[src/rtl/tdm_tx_pkg.sv]
package tdm_tx_pkg;

    localparam int CH_N      = 4;
    localparam int WORD_W    = 24;
    localparam int LOC_BITS  = 6;
    localparam int SLOT_UNIT = 8;

    // Events recovered from the sampled bit clock and frame sync
    typedef struct packed {
        logic cap;    // capture edge of sclk
        logic lau;    // launch edge of sclk
        logic start;  // capture edge that opens a frame
    } tdm_ev_t;

endpackage

[src/rtl/tdm_edge_det.sv]
module tdm_edge_det
    import tdm_tx_pkg::*;
(
    input  logic    clk,
    input  logic    rst_n,
    input  logic    sclk,
    input  logic    fsync,
    input  logic    inv,
    output tdm_ev_t ev
);

    typedef struct packed {
        logic lvl;  // sclk level at the previous clk edge
        logic fs;   // fsync level at the previous capture edge
    } edge_st_t;

    edge_st_t q, d;
    logic     flip;

    assign flip = (sclk != q.lvl);

    always_comb begin
        ev.cap   = flip && (sclk != inv);
        ev.lau   = flip && (sclk == inv);
        ev.start = ev.cap && fsync && !q.fs;
        d        = q;
        d.lvl    = sclk;
        if (ev.cap) begin
            d.fs = fsync;
        end
    end

    always_ff @(posedge clk or negedge rst_n) begin
        if (!rst_n) begin
            q <= '0;
        end else begin
            q <= d;
        end
    end

endmodule

[src/rtl/tdm_slot_map.sv]
module tdm_slot_map #(
    parameter int NCH   = 4,
    parameter int WORD  = 24,
    parameter int LOC_W = 6,
    parameter int UNIT  = 8,
    parameter int CNT_W = 10
) (
    input  logic [CNT_W-1:0]      idx,
    input  logic [NCH-1:0]        en,
    input  logic [NCH*LOC_W-1:0]  loc,
    input  logic [NCH*WORD-1:0]   data,
    output logic                  own,
    output logic                  bit_o
);

    localparam int POS_W = $clog2(WORD);

    logic [NCH-1:0] hit;
    logic [NCH-1:0] hbit;

    for (genvar c = 0; c < NCH; c++) begin : g_ch
        logic [CNT_W-1:0] st;
        logic [CNT_W-1:0] off;
        logic [WORD-1:0]  w;
        logic [POS_W-1:0] pos;

        assign st      = CNT_W'(loc[c*LOC_W +: LOC_W]) * CNT_W'(UNIT);
        assign off     = idx - st;
        assign w       = data[c*WORD +: WORD];
        assign pos     = POS_W'(WORD - 1) - off[POS_W-1:0];
        assign hit[c]  = en[c] && (idx >= st) && (off < CNT_W'(WORD));
        assign hbit[c] = w[pos];
    end

    // lowest-numbered channel takes priority
    always_comb begin
        own   = |hit;
        bit_o = 1'b0;
        for (int c = NCH - 1; c >= 0; c--) begin
            if (hit[c]) begin
                bit_o = hbit[c];
            end
        end
    end

endmodule

[src/rtl/tdm_slot_tx.sv]
module tdm_slot_tx
    import tdm_tx_pkg::*;
#(
    parameter int NCH   = CH_N,
    parameter int WORD  = WORD_W,
    parameter int LOC_W = LOC_BITS,
    parameter int UNIT  = SLOT_UNIT
) (
    input  logic                 clk,
    input  logic                 rst_n,
    input  logic                 sclk,
    input  logic                 fsync,
    input  logic [NCH*WORD-1:0]  sample_in,
    input  logic                 sample_vld,
    input  logic [NCH-1:0]       tx_en,
    input  logic [NCH*LOC_W-1:0] tx_loc,
    input  logic                 sclk_inv,
    input  logic                 early_launch,
    output logic                 sd_o,
    output logic                 sd_oe
);

    // bit index past every possible slot; the counter parks here
    localparam int LIMIT = (2 ** LOC_W) * UNIT + WORD;
    localparam int CNT_W = $clog2(LIMIT + 1);

    typedef struct packed {
        logic [NCH*WORD-1:0] hold;
        logic [NCH*WORD-1:0] frame;
        logic [CNT_W-1:0]    cnt;
        logic                sd;
        logic                oe;
    } tx_st_t;

    tx_st_t              q, d;
    tdm_ev_t             ev;
    logic                launch;
    logic [CNT_W-1:0]    idx;
    logic [NCH*WORD-1:0] src;
    logic                own;
    logic                bit_v;

    tdm_edge_det u_edge (
        .clk   (clk),
        .rst_n (rst_n),
        .sclk  (sclk),
        .fsync (fsync),
        .inv   (sclk_inv),
        .ev    (ev)
    );

    assign launch = early_launch ? ev.cap : ev.lau;
    assign idx    = ev.start ? '0 : q.cnt;
    assign src    = ev.start ? q.hold : q.frame;

    tdm_slot_map #(
        .NCH   (NCH),
        .WORD  (WORD),
        .LOC_W (LOC_W),
        .UNIT  (UNIT),
        .CNT_W (CNT_W)
    ) u_map (
        .idx   (idx),
        .en    (tx_en),
        .loc   (tx_loc),
        .data  (src),
        .own   (own),
        .bit_o (bit_v)
    );

    always_comb begin
        d = q;
        if (sample_vld) begin
            d.hold = sample_in;
        end
        if (ev.start) begin
            d.frame = q.hold;
            d.cnt   = early_launch ? CNT_W'(1) : '0;
        end
        if (launch) begin
            d.oe = own;
            d.sd = own & bit_v;
            if (!ev.start) begin
                d.cnt = (q.cnt == CNT_W'(LIMIT)) ? q.cnt : q.cnt + 1'b1;
            end
        end
    end

    always_ff @(posedge clk or negedge rst_n) begin
        if (!rst_n) begin
            q.hold  <= '0;
            q.frame <= '0;
            q.cnt   <= CNT_W'(LIMIT);
            q.sd    <= 1'b0;
            q.oe    <= 1'b0;
        end else begin
            q <= d;
        end
    end

    assign sd_o  = q.sd;
    assign sd_oe = q.oe;

endmodule

[config.mk]
export PLATFORM = sky130hd
export DESIGN_NAME = tdm_slot_tx
export DESIGN_NICKNAME = d
export VERILOG_FILES = /design/src/rtl/tdm_tx_pkg.sv /design/src/rtl/tdm_edge_det.sv /design/src/rtl/tdm_slot_map.sv /design/src/rtl/tdm_slot_tx.sv
export SDC_FILE = /design/constraint.sdc
export NUM_CORES = 1
export LEC_CHECK = 0
export BUFFER_PORTS_ARGS = -buffer_cell sky130_fd_sc_hd__buf_2
export CORE_MARGIN = 2
export CORE_UTILIZATION = 57
export CTS_CLUSTER_DIAMETER = 150
export DETAILED_ROUTE_END_ITERATION = 8
export PLACE_DENSITY = 0.79
export SYNTH_ARGS = -nofsm -noshare
export SYNTH_HDL_FRONTEND = slang
export SYNTH_SLANG_ARGS = --single-unit
export TNS_END_PERCENT = 20
[constraint.sdc]
create_clock -name clk -period 13.75 [get_ports clk]
set_clock_uncertainty 0.15 [all_clocks]
set_input_delay 1.375 -clock clk [delete_from_list [all_inputs] [get_ports clk]]
set_output_delay 1.375 -clock clk [all_outputs]
set_load 0.05 [all_outputs]
# After elaboration in Yosys (flattened, before gate mapping)
# Index checks and enable logic that the tools add are counted.
# word_totals
reg_bits	206
latchBits	0
ram_bits	0
romBits	0
in_bits	131
out_inout_bits	2
wordCells	68
mem_count	0
# op_classes
n_addsub	9
mul	0
div_mod_pow	0
n_lt_le_gt_ge	12
n_eq_ne	5
shifts	0
muxes	20
n_bitwise	1
reduce_logical	14
# ops
operator	count
2-to-1 mux 96 bit	1
greater-or-equal comparator 10 x 9 -> 1 bit	4
< comparator 10 x 5 -> 1 bit, second input constant	4
2-to-1 mux 10 bit	4
subtractor 10 x 9 -> 10 bit	4
< comparator 5 x 6 -> 1 bit, second input constant	4
binary-select mux 1 bit (select 5 bit)	4
subtractor 5 bit, first input constant	4
logical AND 1 bit	12
2-to-1 mux 12 bit	1
adder 10 x 1 -> 10 bit, second input constant	1
equality test 10 bit, second input constant	1
2-to-1 mux 1 bit	10
OR reduction 4 bit	1
!= test 3 bit, second input constant	1
!= test 1 bit	2
AND 1 bit	1
equality test 1 bit	1
zero test 1 bit	1

# Longest topological paths before layout
# Gate-level depths: netlist (run 1).
# depth
depth_word	15
ltp_mapped	20
depth_no_buf	14

# Hierarchy
# A second synthesis (run 1) with hierarchy kept.
# hier_totals
cells_unflattened	746
area_unflattened_um2	9993.3
# modules_own_cells
module	instances	cells_each	area_each_um2
tdm_slot_tx	1	494	7865.0
tdm_slot_map	1	236	1985.7
tdm_edge_det	1	16	142.6

# Least setup slack after synthesis (run 1)
# OpenSTA, ideal clock, no wires.
# synth_timing
kind	input -> register
from	in sclk
to	reg q (netlist bit sd_o)
arrival_ps	5358
slack_ps	8093
path_stages	20
n_path_buf	6
cell_sequence	or3b_4 > a21o_1 > buf_6 > buf_6 > buf_2 > clkbuf_1 > clkbuf_1 > buf_1 > nand2_1 > ha_1 > fa_1 > o21ai_0 > a32oi_1 > o32ai_1 > o21bai_1 > a221oi_1 > a2111o_1 > nor4_4 > nor3b_1 > a311oi_2
# synth_via
elab_chain_len	14
word_cells_on_any_way	48
cone_classes	8 x add/sub; 8 x order compare; 3 x eq/ne; 15 x mux; 1 x bitwise; 13 x reduce/logical
# synth_lines
item	line	rtl
start, declared	tdm_slot_tx.sv:11	input logic sclk,
!= test 1 bit (on tied branches)	tdm_edge_det.sv:20, tdm_edge_det.sv:23	
logical AND 1 bit	tdm_edge_det.sv:23	ev.cap = flip && (sclk != inv);
logical AND 1 bit (2 in a row)	tdm_edge_det.sv:25	ev.start = ev.cap && fsync && !q.fs;
2-to-1 mux 10 bit	tdm_slot_tx.sv:53	assign idx = ev.start ? '0 : q.cnt;
subtractor 10 x 9 -> 10 bit	tdm_slot_map.sv:28	assign off = idx - st;
subtractor 5 bit	tdm_slot_map.sv:30	assign pos = POS_W'(WORD - 1) - off[POS_W-1:0];
binary-select mux 1 bit (select 5 bit)	tdm_slot_map.sv:32	assign hbit[c] = w[pos];
2-to-1 mux 1 bit (not written as such)	tdm_slot_map.sv:32	
2-to-1 mux 1 bit (4 in a row)	tdm_slot_map.sv:40	if (hit[c]) begin
AND 1 bit	tdm_slot_tx.sv:82	d.sd = own & bit_v;
end, declared	tdm_slot_tx.sv:35	tx_st_t q, d;
# Parallel ways exist; a longest one is shown, timed or not. The select of a mux whose other input is x is not followed.
# A chain may end at the register's enable or synchronous reset.

# Worst setup path after layout (run 1)
# Same ends and word-level chain as after synthesis.

==> metrics.txt, run 1 <==
slowest CP cell=buf_4; final period utilization=0.409; Worst-Skew Late Latency=a little under 0.5 ns; Top Layer Used=met4; Crit Path Class=primary input to flip-flop; WP buf/inv=2; f_max=178 MHz; number of global-route vias before repair=between 7k and 8k; simple-gate share of the synthesized area=0.170; maximum buffer depth of the clock tree=3; fraction of layout cells with a size suffix above 1=0.281; top_reg_cell synth=dfrtp_1; Peak VDD IR=0.107 mV; DP HPWL=around 15 mm; commonest non-fill, non-tap cells in the layout=nand2_1, dfrtp_1, buf_2, mux2_2, inv_1; cells after synthesis=about 1000; Synth Net Count=~1.1k; CP Data Required Time=between 10 and 15 ns; io pins=between 100 and 150; largest net degree at the start of global routing=77; EDFF count, synth=0; Total Neg Setup Slack=0 ns; HP Class=flip-flop to flip-flop; CTS tree=yes; antenna violations before repair=0; smallest hold slack=approximately 0.31 ns; Slew Limit Fails=0; adder-cell share of the synthesized area=0.0288; setup violators final=0; Wirelength per Cell=approximately 17 um; post-route insts no fill=1330; nets=approximately 1.2k; Cell Pwr Density=159 nW/um^2; drt total wl=22.8 mm; syn_area_per_cell=10.4 um^2; placed inst area=between 10000 and 15000 um^2; Critical Path Max Stage Delay=roughly 0.7 ns; Final Hold Fails=0; # rows=48; warnings from Yosys=0; Slew Limit Headroom=0.316; Setup Buffers After CTS=0; Die ar.=roughly 19000 um^2; n_diodes=0; commonest non-fill, non-tap cell in the layout=nand2_1; initial core utilization=0.586; Die Y-Extent=138 um; main combinational cell family by area after synthesis=simple AND/OR/NAND/NOR gates; clock sinks=206; root buf cell=clkbuf_16; Port-buffer cells=132; CP endpoint kind=flip-flop; RD Place Congestion=between 0.9 and 1; vias=roughly 7.6k; First-pass DRT Iterations=5; P_leak=roughly 5.6 nW; CTS Hold Bufs=0; total CTS buffers=22; Worst-Margin Slew=around 1 ns; met3 wire length=between 1.5 and 2 mm; RSZ-0062 raised after global routing=false; post-route minimum period=between 5 and 6 ns; register area share after synthesis=0.507; mapped cell area=just over 10000 um^2; status=complete, no violations; Arr. time, crit path=just under 6 ns; total gr overflow=0; register bit count reported by yosys=206; complex-gate fraction of the synthesized area=0.0779; Inst Count DP=1293; Worst-path clk slew=roughly 0.060 ns; CP Cell Sequence=buf_2, or3b_4, a21o_4, buf_4, nand2_1, ha_1, fa_1, o21ai_0, a32oi_1, o32ai_1, xnor2_1, a2111o_1, nor4_4, nor3b_1, a311oi_2; via/cell ratio=between 5 and 6; Crit Path Max Fanout=slightly above 70; crit start category=primary input; Yosys cell types=between 70 and 80; Routed Antenna Nets=0; Post-Layout Inst Area=between 10000 and 15000 um^2; total core area=about 17000 um^2; DR DRC count=0; wire length on met2=around 11 mm; first-pass GRT wire length=roughly 38 mm; max cap viols=0; ys async rst share=1.00; mux share of post-synthesis cell area=0.169; GRT Overall Usage=0.253; Horiz. Die Dim=around 140 um; cts repair resizes=0; wire length on met1=slightly above 10 mm; number of DRC markers in iteration 0=roughly 570; area delta synth->final=15.7%; CP top delay family=compound AO/OA/AOI/OAI gates; depth of the CTS H-tree=1; Post-Synth XOR/XNOR Area=0.0146
through the flow:
step	power, W	utilization	worst slack, ns
6_report	0.00187	0.678	8.12
2_1_floorplan	0.00110	-	8.09
5_1_grt	0.00197	0.678	7.77
3_5_place_dp	0.00123	0.632	7.64
3_3_place_gp	0.00122	0.632	7.75
4_1_cts	0.00188	0.678	8.10
sequential cells by signal (all words and copies together) (netlist names), named ones only:
register / flops
sd_o: 1
u_edge.q: 2
sd_oe: 1
q: 201
cell usage after synthesis (all sizes together) (3+ instances only):
master     n  area, um^2
mux2     101        1140
clkbuf    36         135
nand4      4        25.0
nand3b     3        22.5
a21oi     20         119
nand2b    10        62.6
o21a       3        22.5
nor4       3        33.8
o31ai      4        30.0
a22o       3        26.3
mux2i     13         130
and2       5        31.3
xor2       8        70.1
or3        4        25.0
xnor2      9        78.8
o21ai     28         140
fa         4        80.1
nor2b     10        62.6
inv       28         105
o211ai    10        75.1
nand3     12        60.1
dfrtp    203        5080
o22ai      3        25.0
ha        17         213
nor3       8        40.0
a32oi      4        35.0
a31oi      6        37.5
o21bai     4        30.0
o2111ai    4        35.0
mux4      20         450
dfstp      3        78.8
nor2      20        75.1
nand2    320        1210
buf       16        91.3
tightest hold or removal path, cell delays in order, from the launching register on:
cell,delay (ns)
dfrtp_1,0.34
nand2_1,0.05
nand2_1,0.05
cell families (layout without fill, tap and decap cells):
kind of cell               after synthesis  after routing
and+or+nand+nor                        409            409
AOI/OAI and AO/OA                      112            112
DFF                                    206            206
adders and majority gates               21             21
xor gates and xnor gates                17             17
muxes                                  134            134
buffers and inverters                   80            206
final timing paths:
kind                                  startpoint                    endpoint  slack [ns]  cells past startpoint
max                                         sclk            sd_o$_DFFE_PN0P_        8.12                     15
min                           q[159]$_DFFE_PN0P_           q[63]$_DFFE_PN0P_        0.31                      2
max reg2reg                u_edge.q[1]$_DFF_PN0_            sd_o$_DFFE_PN0P_        8.74                     14
min reg2reg                   q[159]$_DFFE_PN0P_           q[63]$_DFFE_PN0P_        0.31                      2
max in group asynchronous                  rst_n  asynchronous set/reset pin       11.35                      2
min in group asynchronous                  rst_n          q[137]$_DFFE_PN0P_        0.73                      1
final cells by class:
type | instances | area (um^2)
Timing Repair Buffer | 141 | 739
Clock buffer | 29 | 628
Clock inverter | 8 | 169
Multi-Input combinational cell | 693 | 4690
Sequential cell | 206 | 5160
Tap cell | 225 | 282
Inverter | 28 | 105
Fill cell | 1321 | 5580
metal layers:
layer | vias to the layer above | GRT usage
li1 | 3576 | -
met1 | 3766 | 0.358
met2 | 250 | 0.407
met3 | 31 | 0.0456
met4 | 0 | 0.0704
met5 | - | 0
power by group:
group / switching [W] / internal (W) / total, W / leakage (nW)
combinational: 0.000235 / 0.000209 / 0.000444 / 2.73
sequential: 0.0000691 / 0.000714 / 0.000784 / 2.52
clock: 0.000230 / 0.000414 / 0.000644 / 0.392
No activity file was read; power rests on OpenSTA's default activity.
==> run 2, diff against run 1 <==
--- a/config.mk
+++ b/config.mk
@@ -7,10 +7,10 @@
 export LEC_CHECK = 0
 export BUFFER_PORTS_ARGS = -buffer_cell sky130_fd_sc_hd__buf_2
 export CORE_MARGIN = 2
-export CORE_UTILIZATION = 57
+export CORE_UTILIZATION = 53
 export CTS_CLUSTER_DIAMETER = 150
 export DETAILED_ROUTE_END_ITERATION = 8
-export PLACE_DENSITY = 0.79
+export PLACE_DENSITY = 0.77
 export SYNTH_ARGS = -nofsm -noshare
 export SYNTH_HDL_FRONTEND = slang
 export SYNTH_SLANG_ARGS = --single-unit
==> constraint.sdc (replaced) <==
create_clock -name clk -period 4.7 [get_ports clk]
set_clock_uncertainty 0.15 [all_clocks]
set_input_delay 0.47 -clock clk [delete_from_list [all_inputs] [get_ports clk]]
set_output_delay 0.47 -clock clk [all_outputs]
set_load 0.05 [all_outputs]
==> run 2 against run 1 <==
Net effect:
- the flow now finishes with violations (hold timing)
- power grew to 2.9 times the previous value
- critical endpoint unchanged
- largest cell class unchanged
- routed wire length hardly changed
- cell count is 0.83% higher
- die area is 7.3% higher
==> metrics.txt, run 2 (same netlist as run 1, synthesis figures left out) <==
first-pass GRT wire length=approximately 38 mm; Worst-Margin Slew=around 0.95 ns; vias=7399; # rows=50; RD Place Congestion=roughly 0.89; CP top delay family=compound AO/OA/AOI/OAI gates; via/cell ratio=~5.5; post-route minimum period=4.17 ns; commonest non-fill, non-tap cells in the layout=nand2_1, dfrtp_1, buf_2, mux2_2; Die ar.=just over 20000 um^2; worst slack, placed=about 0.57 ns; crit start category=primary input; final period utilization=0.886; Wirelength per Cell=roughly 17 um; Peak VDD IR=between 0.3 and 0.4 mV; Routed Antenna Nets=0; n_diodes=0; Cell Pwr Density=463 nW/um^2; fraction of layout cells with a size suffix above 1=0.281; Worst-path clk slew=~0.060 ns; Arr. time, crit path=~4.4 ns; HP Class=primary input to asynchronous set/reset pin; cts repair resizes=0; CP Cell Sequence=dlygate4sd3_1, buf_2, or3b_4, a21o_4, and2_1, ha_1, nand2b_1, a21oi_1, o211ai_1, a221o_1, a211oi_1, nand3_1, o22ai_2, mux2i_1, a311oi_2; CP endpoint kind=flip-flop; Post-Layout Inst Area=between 10000 and 15000 um^2; status=finished with violations; most flop-heavy register=q; root buf cell=clkbuf_16; WP buf/inv=2; depth of the CTS H-tree=1; Horiz. Die Dim=143 um; commonest non-fill, non-tap cell in the layout=nand2_1; clock sinks=between 200 and 250; total CTS buffers=22; smallest hold slack=-0.0378 ns; slowest CP cell=dlygate4sd3_1; number of global-route vias before repair=roughly 7.6k; placed inst area=about 11000 um^2; leading registers by flop count=q (201), u_edge.q (2); CP Data Required Time=4.92 ns; area delta synth->final=16.2%; Port-buffer cells=about 130; GRT Overall Usage=0.231; Setup WS post-layout=0.534 ns; fill count=1539; Crit Path Class=primary input to flip-flop; Total Neg Setup Slack=0 ns; antenna violations before repair=1; total gr overflow=0; drt total wl=between 20 and 25 mm; DP HPWL=between 15 and 20 mm; Crit Path Max Fanout=5; total power draw=~0.0055 W; total core area=between 15000 and 20000 um^2; f_max=about 240 MHz; First-pass DRT Iterations=4; CTS Hold Bufs=1; setup violators final=0; largest net degree at the start of global routing=127; CTS tree=yes; initial core utilization=0.542; RSZ-0062 raised after global routing=false; Worst-Skew Late Latency=roughly 0.5 ns; DR DRC count=0; Die Y-Extent=between 100 and 150 um; Setup Buffers After CTS=0; Critical Path Max Stage Delay=roughly 0.52 ns; Slew Limit Fails=0; failing checks=hold timing; final core utilization=0.630; Slew Limit Headroom=0.368; Final Hold Fails=47; number of DRC markers in iteration 0=roughly 520; nets=roughly 1.2k; P_leak=roughly 5.7 nW; max cap viols=0; io pins=approximately 130; max reg flops=between 200 and 250; maximum buffer depth of the clock tree=3
## run 2: worst paths after layout
path,slack [ns],depth (start not counted),to,from
max,0.53,15,sd_o$_DFFE_PN0P_,sclk
min,-0.04,1,q[137]$_DFFE_PN0P_,rst_n
max reg2reg,0.74,13,sd_o$_DFFE_PN0P_,u_edge.q[1]$_DFF_PN0_
min reg2reg,0.31,2,q[53]$_DFFE_PN0P_,q[149]$_DFFE_PN0P_
max in group asynchronous,3.47,2,q[80]$_DFFE_PN0P_,rst_n
min in group clk,0.05,2,q[124]$_DFFE_PN0P_,sample_in[16]
## run 2: cell type report
type	instances	area [um^2]	area share
Clock inverter	6	134	0.0113
Timing Repair Buffer	141	767	0.0649
Sequential cell	206	5160	0.436
Clock buffer	33	673	0.0569
Inverter	28	105	0.00889
Tap cell	234	293	0.0248
Multi-Input combinational cell	693	4690	0.397
## run 2: worst register-to-register path, delay by kind of cell (launching register included)
kind | cells | cell delay [ns]
adders and majority gates | 1 | 0.30
AOI/OAI and AO/OA | 7 | 1.86
DFF | 1 | 0.40
muxes | 1 | 0.26
and+or+nand+nor | 4 | 0.85
## run 2: metrics by stage
| stage | cells | hold WS, ns |
|---|---|---|
| after global placement | 1301 | 0.295 |
| after CTS | 1341 | 0.0192 |
| after global routing | 1341 | 0.0392 |
| final | 1341 | -0.0378 |
| after floorplan | 979 | 0.0244 |
| after detailed placement | 1301 | 0.302 |
## run 2: metal layers
metal / wire, um / share of wire / global-route usage
met1: 10700 / 0.47 / 0.333
met2: 10700 / 0.47 / 0.373
met3: 1080 / 0.047 / 0.0330
met4: 400 / 0.018 / 0.0599
met5: 7 / 0.00031 / 0
## run 2: power breakdown
group / leakage (nW) / switching [W] / internal [W] / total (W)
clock network: 0.396 / 0.000687 / 0.00121 / 0.00189
registers: 2.52 / 0.000273 / 0.00209 / 0.00236
logic: 2.74 / 0.000602 / 0.000612 / 0.00121
total: 5.66 / 0.00156 / 0.00391 / 0.00547
==> run 3, diff against run 2 <==
--- a/config.mk
+++ b/config.mk
@@ -6,11 +6,12 @@
 export NUM_CORES = 1
 export LEC_CHECK = 0
 export BUFFER_PORTS_ARGS = -buffer_cell sky130_fd_sc_hd__buf_2
+export CORE_ASPECT_RATIO = 0.6
 export CORE_MARGIN = 2
 export CORE_UTILIZATION = 53
 export CTS_CLUSTER_DIAMETER = 150
 export DETAILED_ROUTE_END_ITERATION = 8
-export PLACE_DENSITY = 0.77
+export PLACE_DENSITY = 0.73
 export SYNTH_ARGS = -nofsm -noshare
 export SYNTH_HDL_FRONTEND = slang
 export SYNTH_SLANG_ARGS = --single-unit
==> run 3 against run 2 <==
Net effect:
- die area grew 0.18%
- clock power decreased by 16%
- utilization shrank 1.2 points
- combinational power barely moved
- critical endpoint unchanged
- critical path depth stayed put
- global-route usage shrank 0.10 points
- the flow now finishes without violations
- flip-flop and latch count unchanged
==> metrics.txt, run 3 (same netlist as run 1, synthesis figures left out) <==
area delta synth->final=14.9%; CP Cell Sequence=dlygate4sd3_1, buf_2, or3b_4, a21o_4, and2_1, ha_1, nand2b_1, a21oi_1, o211ai_1, a221o_1, a211oi_1, nand3_1, o22ai_2, mux2i_1, a311oi_2; commonest non-fill, non-tap cell in the layout=nand2_1; DR DRC count=0; Arr. time, crit path=between 4 and 5 ns; nets=1244; largest net degree at the start of global routing=roughly 130; final period utilization=0.910; switching power=roughly 0.0016 W; Worst-Skew Late Latency=0.51 ns; max cap viols=0; post-route minimum period=4.28 ns; R2R setup slack=approximately 0.64 ns; Crit Path Max Fanout=9; Final Hold Fails=0; Routed Antenna Nets=0; antenna violations before repair=0; Horiz. Die Dim=between 150 and 200 um; Port-buffer cells=132; Total Neg Setup Slack=0 ns; worst slack, placed=about 0.55 ns; commonest non-fill, non-tap cells in the layout=nand2_1, dfrtp_1, buf_2, mux2_2; root buf cell=clkbuf_16; P_leak=5.58 nW; depth of the CTS H-tree=1; post-route insts no fill=~1.3k; total gr overflow=0; setup violators final=0; CTS tree=yes; leading registers by flop count=q (201), u_edge.q (2); first-pass GRT wire length=37.7 mm; number of DRC markers in iteration 0=639; GRT Overall Usage=0.230; via/cell ratio=about 5.6; Critical Path Max Stage Delay=between 0.5 and 0.6 ns; Inst Count DP=between 1k and 1.5k; Slew Limit Headroom=0.348; CP Data Required Time=about 4.9 ns; crit start category=primary input; initial core utilization=0.537; Crit Path Class=primary input to flip-flop; total core area=18900 um^2; Worst-path clk slew=roughly 0.07 ns; Die ar.=20400 um^2; max reg flops=around 200; drt total wl=about 23 mm; RD Place Congestion=about 0.83; combinational share of power=0.235; Worst-Margin Slew=0.979 ns; total CTS buffers=20; vias=7501; status=complete, no violations; most flop-heavy register=q; maximum buffer depth of the clock tree=3; Peak VDD IR=roughly 0.33 mV; First-pass DRT Iterations=5; fill count=~1.6k; n_diodes=0; Seq pwr share=0.458; Slew Limit Fails=0; total power draw=0.00517 W; clock sinks=between 200 and 250; Setup WS post-layout=~0.42 ns; number of global-route vias before repair=7177; io pins=133; sw frac=0.303; Cell Pwr Density=442 nW/um^2; fraction of layout cells with a size suffix above 1=0.278; internal power=~0.0036 W; slowest CP cell=dlygate4sd3_1; DP HPWL=15.3 mm; Die Y-Extent=~110 um; clock power share=0.308; HP Class=primary input to flip-flop; CP endpoint kind=flip-flop; RSZ-0062 raised after global routing=false; # rows=39; Wirelength per Cell=between 15 and 20 um; final core utilization=0.618; f_max=between 200 and 250 MHz
run 3: cell count changes in the layout (fill, tap and decap cells not counted), sizes merged:
cell and delta:
dlygate4sd3 +1, clkbuf -6, clkinv +2, bufinv -3
buf +1
run 3: what timing repair did:
item,4_1_cts,5_1_grt
resized for setup,0,0
endpoints found under the setup margin,0,0
endpoints found under the hold margin,95,0
hold buffers,2,0
setup buffers,0,0
run 3: area by class of cell:
type	count	area, um^2	share of cell area
repair buffers	143	785	0.0671
well taps	246	308	0.0263
clock buffers	27	567	0.0485
inverters	28	105	0.00899
clock inverters	5	78.8	0.00674
multi-input cells	693	4690	0.401
flip-flops and latches	206	5160	0.441
run 3: per-stage QoR:
stage	area (um^2)	hold slack, ns
6_report	11700	0.0357
5_1_grt	11700	0.0256
4_1_cts	11700	0.0158
3_5_place_dp	11000	0.303
3_3_place_gp	11000	0.298
2_1_floorplan	10200	0.0244
run 3: power by group through the flow:
stage          Clock, W  Sequential, W  Combinational [W]
2_1_floorplan         0        0.00225           0.000954
3_3_place_gp          0        0.00238            0.00118
3_5_place_dp          0        0.00239            0.00121
4_1_cts         0.00163        0.00237            0.00122
5_1_grt         0.00170        0.00241            0.00135
6_report        0.00159        0.00236            0.00121
run 3: critical path: cells and delay by family:
family	cells	cell delay, ns
and+or+nand+nor	4	0.88
adders and majority gates	1	0.30
muxes	1	0.23
AOI/OAI and AO/OA	7	1.95
buffers and inverters	2	0.65
run 3: final timing paths:
| check | startpoint | endpoint | cells after the start |
|---|---|---|---|
| setup / recovery | sclk | sd_o$_DFFE_PN0P_ | 15 |
| hold / removal | sample_in[75] | q[183]$_DFFE_PN0P_ | 2 |
| setup reg to reg | u_edge.q[1]$_DFF_PN0_ | sd_o$_DFFE_PN0P_ | 13 |
| hold reg to reg | q[130]$_DFFE_PN0P_ | q[34]$_DFFE_PN0P_ | 2 |
| max in group asynchronous | rst_n | q[6]$_DFFE_PN1P_ | 3 |
| min in group asynchronous | rst_n | q[31]$_DFFE_PN0P_ | 2 |
run 3: metal layers:
layer,global-route usage,part of all wire,vias up
li1,-,-,3570
met1,0.375,0.51,3677
met2,0.333,0.42,233
met3,0.0371,0.061,21
met4,0.0315,0.0098,0
met5,0,0,-
